===== config.mk =====
export PLATFORM = sky130hd
export DESIGN_NAME = ctx_target_cipher
export DESIGN_NICKNAME = d
export VERILOG_FILES = /design/src/rtl/tcs_pkg.sv /design/src/rtl/tcs_key_engine.sv /design/src/rtl/tcs_scramble.sv /design/src/rtl/tcs_unscramble.sv /design/src/rtl/ctx_target_cipher.sv
export SDC_FILE = /design/constraint.sdc
export NUM_CORES = 1
export LEC_CHECK = 0
export CAP_MARGIN = 20
export CORE_AREA = 2 2 280 282
export DETAILED_ROUTE_END_ITERATION = 7
export DIE_AREA = 0 0 282 284
export HOLD_SLACK_MARGIN = 0.02
export SLEW_MARGIN = 20
export SYNTH_ARGS = -nofsm -noshare
export SYNTH_HDL_FRONTEND = slang
export SYNTH_SLANG_ARGS = --single-unit

===== constraint.sdc =====
create_clock -name clk -period 2.6 [get_ports clk]
set_clock_uncertainty 0.2 [all_clocks]
set_input_delay 0.78 -clock clk [delete_from_list [all_inputs] [get_ports clk]]
set_output_delay 0.78 -clock clk [all_outputs]
set_load 0.01 [all_outputs]

===== src/rtl/tcs_pkg.sv =====
package tcs_pkg;
  typedef enum logic [1:0] {
    PRIV_USER   = 2'd0,
    PRIV_KERNEL = 2'd1,
    PRIV_HYP    = 2'd2,
    PRIV_FW     = 2'd3
  } priv_e;

  localparam int NUM_LVL = 4;
  localparam int NUM_SEC = 2;
  localparam int ID_TAIL_W = 3; // security bit plus two privilege bits
endpackage


===== src/rtl/tcs_key_engine.sv =====
module tcs_key_engine
  import tcs_pkg::*;
#(
  parameter int W      = 48,
  parameter int ROUNDS = 4,
  parameter int ASID_W = 16,
  parameter int VMID_W = 16
) (
  input  logic                 clk,
  input  logic                 rst_n,
  input  logic                 ctx_req,
  input  logic [1:0]           ctx_priv,
  input  logic                 ctx_secure,
  input  logic [ASID_W-1:0]    ctx_asid,
  input  logic [VMID_W-1:0]    ctx_vmid,
  input  logic [NUM_LVL*W-1:0] sw_entropy,
  input  logic [NUM_LVL*W-1:0] hw_entropy_lvl,
  input  logic [NUM_SEC*W-1:0] hw_entropy_sec,
  output logic [W-1:0]         key,
  output logic                 key_ready
);
  localparam int HW    = W / 2;
  localparam int ID_W  = ASID_W + VMID_W + ID_TAIL_W;
  localparam int CNT_W = (ROUNDS > 1) ? $clog2(ROUNDS) : 1;
  localparam logic [CNT_W-1:0] LAST = CNT_W'(ROUNDS - 1);
  localparam logic [HW-1:0] RC_BASE = HW'(64'h9E3779B97F4A7C15);

  function automatic logic [HW-1:0] mix_f(input logic [HW-1:0] l);
    logic [HW-1:0] r1, r8, r2;
    r1 = {l[HW-2:0], l[HW-1]};
    r8 = {l[HW-9:0], l[HW-1:HW-8]};
    r2 = {l[HW-3:0], l[HW-1:HW-2]};
    return (r1 & r8) ^ r2;
  endfunction

  function automatic logic [W-1:0] feistel(input logic [W-1:0] x,
                                           input logic [CNT_W-1:0] r);
    logic [HW-1:0] lh, rh;
    lh = x[W-1:HW];
    rh = x[HW-1:0];
    return {rh ^ mix_f(lh) ^ (RC_BASE ^ HW'(r)), lh};
  endfunction

  logic [W-1:0] sw_sel, lvl_sel, sec_sel, sec_rot, id_mix, seed;
  logic [W-1:0] work, round_out;
  logic [CNT_W-1:0] cnt;
  logic busy, key_valid;

  always_comb begin
    sw_sel  = sw_entropy[int'(ctx_priv) * W +: W];
    lvl_sel = hw_entropy_lvl[int'(ctx_priv) * W +: W];
    sec_sel = hw_entropy_sec[int'(ctx_secure) * W +: W];
    sec_rot = {sec_sel[W-8:0], sec_sel[W-1:W-7]};
    id_mix  = {{(W-ID_W){1'b0}}, ctx_asid, ctx_vmid, ctx_secure, ctx_priv};
    seed    = sw_sel ^ lvl_sel ^ sec_rot ^ id_mix;
    round_out = feistel(work, cnt);
  end

  always_ff @(posedge clk) begin
    if (!rst_n) begin
      busy      <= 1'b0;
      key_valid <= 1'b0;
      cnt       <= '0;
      work      <= '0;
      key       <= '0;
    end else if (ctx_req) begin
      busy <= 1'b1;
      cnt  <= '0;
      work <= seed;
    end else if (busy) begin
      work <= round_out;
      if (cnt == LAST) begin
        key       <= round_out;
        key_valid <= 1'b1;
        busy      <= 1'b0;
        cnt       <= '0;
      end else begin
        cnt <= cnt + 1'b1;
      end
    end
  end

  assign key_ready = key_valid & ~busy;

  assert_ready_drops_R2: assert property (@(posedge clk) disable iff (!rst_n)
    ctx_req |=> !key_ready);
  assert_round_bound_R2: assert property (@(posedge clk) disable iff (!rst_n)
    busy |-> cnt <= LAST);
  assert_key_held_R12: assert property (@(posedge clk) disable iff (!rst_n)
    (key_ready && !ctx_req) |=> ($stable(key) && key_ready));
endmodule


===== src/rtl/tcs_scramble.sv =====
module tcs_scramble #(
  parameter int W = 48
) (
  input  logic [W-1:0] key,
  input  logic [W-1:0] plain,
  output logic [W-1:0] coded
);
  logic [W-1:0] mixed;
  assign mixed = plain ^ key;
  for (genvar i = 0; i < W; i++) begin : g_rev
    assign coded[i] = mixed[W-1-i];
  end
endmodule


===== src/rtl/tcs_unscramble.sv =====
module tcs_unscramble #(
  parameter int W = 48
) (
  input  logic [W-1:0] key,
  input  logic [W-1:0] coded,
  output logic [W-1:0] plain
);
  logic [W-1:0] unrev;
  for (genvar i = 0; i < W; i++) begin : g_rev
    assign unrev[i] = coded[W-1-i];
  end
  assign plain = unrev ^ key;
endmodule


===== src/rtl/ctx_target_cipher.sv =====
module ctx_target_cipher
  import tcs_pkg::*;
#(
  parameter int W      = 48,
  parameter int ROUNDS = 4,
  parameter int ASID_W = 16,
  parameter int VMID_W = 16
) (
  input  logic                 clk,
  input  logic                 rst_n,
  input  logic                 ctx_req,
  input  logic [1:0]           ctx_priv,
  input  logic                 ctx_secure,
  input  logic [ASID_W-1:0]    ctx_asid,
  input  logic [VMID_W-1:0]    ctx_vmid,
  input  logic [NUM_LVL*W-1:0] sw_entropy,
  input  logic [NUM_LVL*W-1:0] hw_entropy_lvl,
  input  logic [NUM_SEC*W-1:0] hw_entropy_sec,
  output logic                 key_ready,
  input  logic                 wr_valid,
  output logic                 wr_ready,
  input  logic [W-1:0]         wr_target,
  output logic                 st_valid,
  input  logic                 st_ready,
  output logic [W-1:0]         st_data,
  input  logic                 rd_lookup,
  input  logic [W-1:0]         rd_stored,
  output logic                 rd_hit,
  output logic [W-1:0]         rd_target
);
  logic [W-1:0] key;

  tcs_key_engine #(.W(W), .ROUNDS(ROUNDS), .ASID_W(ASID_W), .VMID_W(VMID_W)) key_i (
    .clk, .rst_n, .ctx_req, .ctx_priv, .ctx_secure, .ctx_asid, .ctx_vmid,
    .sw_entropy, .hw_entropy_lvl, .hw_entropy_sec,
    .key, .key_ready
  );

  tcs_scramble #(.W(W)) enc_i (.key(key), .plain(wr_target), .coded(st_data));
  tcs_unscramble #(.W(W)) dec_i (.key(key), .coded(rd_stored), .plain(rd_target));

  assign st_valid = wr_valid & key_ready;
  assign wr_ready = st_ready & key_ready;
  assign rd_hit   = rd_lookup & key_ready;

  assert_roundtrip_R6: assert property (@(posedge clk) disable iff (!rst_n)
    (st_valid && rd_stored == st_data) |-> rd_target == wr_target);
  assert_quiet_on_switch_R5: assert property (@(posedge clk) disable iff (!rst_n)
    ctx_req |=> (!wr_ready && !st_valid));
  assert_no_hit_on_switch_R7: assert property (@(posedge clk) disable iff (!rst_n)
    ctx_req |=> !rd_hit);
endmodule


==> reports/qor.csv <==
stage;metric;value;unit
status;status;completed;
setup_path;Worst R2R End;key_i.key[46];
timing;Final Hold Fails;0;
pwr;Overall Power;6.24;mW
clock_network;postcts setup bufs;0;
route;DRT Wirelength;56700;um
route;drt first pass iters;5;
global_routing;initial antenna violation count;21;
min_path;hold crit path type;flip-flop to flip-flop;
clock_network;Worst-path clk slew;0.07;ns
min_path;endpoint with the worst hold slack;key_i.key_valid;
timing;unrepaired setup endpoints after global routing;true;
synthesis;Adder-Cell Fraction of Synth Area;0.133;%
pwr;Lkg Pwr;7.25;nW
placement;DPL Wire Length;50000;um
timing;final period utilization;99.4;%
synthesis;Ys Warns;0;
route;DR vias/cell;3.71;
route;WL/cell;20.7;um
synthesis;Yosys cell types;35;
min_path;Hold Crit Depth;2;
synthesis;Seq/Total Area, Yosys;21.2;%
final_layout;Post-Layout Cell Count;2743;
final_layout;most common cell after layout, fill and taps aside;clkdlybuf4s50_1;
timing;Worst Hold Slack;0.272;ns
floorplan;num ports;717;
setup_path;WS Path Type;input port to output port;
placement;pre-CTS setup slack;-0.446;ns
floorplan;Die X;282;um
min_path;hold_sp;key_i.key_valid;
final_layout;layout cells sized above 1;17.0;%
setup_path;worst path required time;1.62;ns
global_routing;vias in the first global route;10700;
clock_network;clk sinks;100;
synthesis;mean area per synthesized cell;10.1;um2
synthesis;post-synthesis sequential element count;100;
floorplan;Core Rows;102;
timing;worst slew pin tran;0.662;ns
setup_path;Reg2Reg Depth;6;
synthesis;syn nets;1551;
synthesis;asr flop ratio synth;0;%
pwr;P per Cell Area;341;nW/um2
floorplan;Core Area;77000;um2
global_routing;GRT Resource Usage Total;13.7;%
timing;Final Worst Setup Slack;0.0148;ns
global_routing;pin count of the biggest net entering global routing;83;
clock_network;later-pin clock latency in the skew report;0.36;ns
setup_path;Worst R2R Start;key_i.busy;
route;antenna-violating nets left;0;
setup_path;data arrival at the endpoint of the critical path;1.61;ns
placement;Routability Congestion;0.819;
synthesis;xor and xnor area share after synthesis;29.1;%
global_routing;global-route wire length before repair;77500;um
clock_network;TritonCTS clock tree;yes;
final_layout;most frequent cells in the layout;598 x clkdlybuf4s50_1, 130 x xor2_1, 112 x nand2_1;
clock_network;CTS buffer count;9;
synthesis;ys flop type;dfxtp_1;
setup_path;CP endpoint kind;output port;
final_layout;fin util;23.8;%
setup_path;maximum fanout along the worst path;1;
clock_network;worst-case clock buffer depth;2;
timing;max_slew headroom;55.9;%
final_layout;nets@finish;2304;
timing;Achievable Freq;387;MHz
synthesis;post-synthesis compound-gate area fraction;8.27;%
floorplan;initial core utilization;12.3;%
floorplan;Die Footprint;80100;um2
final_layout;Area Overhead vs Synth;93.9;%
synthesis;Post-Syn Area;9440;um2
pwr;maximum VDD drop;0.288;mV
placement;port bufs;716;
synthesis;EDFF count, synth;0;
timing;final setup fails;0;
synthesis;Cells after Synth;933;
setup_path;r2r setup slk;0.31;ns
clock_network;root buffer cell;clkbuf_16;
timing;Tmin final;2.59;ns
synthesis;mux share of post-synthesis cell area;25.1;%
timing;Slew Viols, Final;0;
route;detailed router's first-iteration violation count;497;
setup_path;crit path launch type;input port;
synthesis;Synth Area in Simple Gates;12.0;%
floorplan;chip height;284;um
placement;DP Cell Count;2714;
global_routing;total gr overflow;0;
route;Post-route DRC;0;
run;Max-Cap Viols;0;
route;via count;10200;
clock_network;H-tree levels;3;
synthesis;largest family of logic cells by synthesized area;XOR/XNOR gates;
==> cells in the mapped netlist (6+ instances only) <==
cell | number | area, um2
inv_1 | 6 | 22.5
xnor3_1 | 27 | 608
nand2_1 | 112 | 420
nor4_1 | 21 | 131
nor2_1 | 30 | 113
dfxtp_1 | 100 | 2000
mux4_1 | 9 | 236
buf_4 | 6 | 45.0
clkbuf_1 | 33 | 124
and3_1 | 21 | 131
xor2_1 | 130 | 1140
nor3b_1 | 21 | 158
o21ai_0 | 11 | 55.1
nor2b_1 | 22 | 138
xnor2_1 | 114 | 998
mux4_2 | 72 | 1620
a221oi_1 | 13 | 114
buf_2 | 14 | 70.1
a211o_1 | 10 | 87.6
a21oi_1 | 54 | 270
a211oi_1 | 31 | 233
mux2i_1 | 50 | 500
==> registers in the layout, summed over array words and instances, names as in the netlist <==
signal	count
key_i.cnt	2
key_i.busy	1
key_i.key_valid	1
key_i.work	48
key_i.key	48
==> per-stage QoR <==
stage,TNS [ns],area (um2)
2_1_floorplan,0,9440
3_3_place_gp,-41.71,18300
3_5_place_dp,-42.29,18300
4_1_cts,0,18200
5_1_grt,-0.00202,18300
6_report,0,18300
==> kinds of logic after synthesis <==
group,after synthesis
xor gates and xnor gates,271
and+or+nand+nor,235
muxes,132
AOI/OAI and AO/OA,122
DFF,100
buffers and inverters,72
adders and majority gates,1
==> cell type report <==
class                           instances  area (um2)
Sequential cell                       100        2010
Inverter                                7        27.5
Fill cell                            8374       58700
Tap cell                             1040        1300
Clock buffer                            9         225
Multi-Input combinational cell        761        7080
Antenna cell                           12        30.0
Timing Repair Buffer                  807        7580
Clock inverter                          7        58.8
==> power by group <==
part / internal [mW] / switching (mW) / total [mW]
Combinational: 1.85 / 1.26 / 3.11
Clock: 0.665 / 0.648 / 1.31
Sequential: 1.63 / 0.192 / 1.82
Total: 4.14 / 2.10 / 6.24
==> critical path, stage by stage <==
cell and delay (ns):
clkdlybuf4s50_1 0.52, xor2_1 0.15, buf_2 0.15
==> layer usage <==
metal	wire (um)	track usage, %
met1	22200	15.8
met2	29600	25.1
met3	3460	2.39
met4	1420	4.49
met5	68	0
==> what timing repair did <==
| item | CTS | global route |
|---|---|---|
| hold buffers | 0 | 0 |
| setup endpoints to repair | 115 | 16 |
| gates resized for setup | 386 | 18 |
| cloned | 0 | 1 |
==> how the worst max path moves through the flow <==
| stage | start | to | slack (ns) | depth (start not counted) |
|---|---|---|---|---|
| 2_1_floorplan | ctx_priv[0] | key_i.work[42] | 0.001 | 7 |
| 3_3_place_gp | rd_stored[10] | rd_target[37] | -0.41 | 3 |
| 3_5_place_dp | rd_stored[21] | rd_target[26] | -0.45 | 3 |
| 4_1_cts | rd_stored[16] | rd_target[31] | 0.0001 | 3 |
| 5_1_grt | key_i.busy | key_i.key[46] | -0.002 | 6 |
| 6_report | rd_stored[25] | rd_target[22] | 0.01 | 3 |
(Power assumes the default switching activity.)
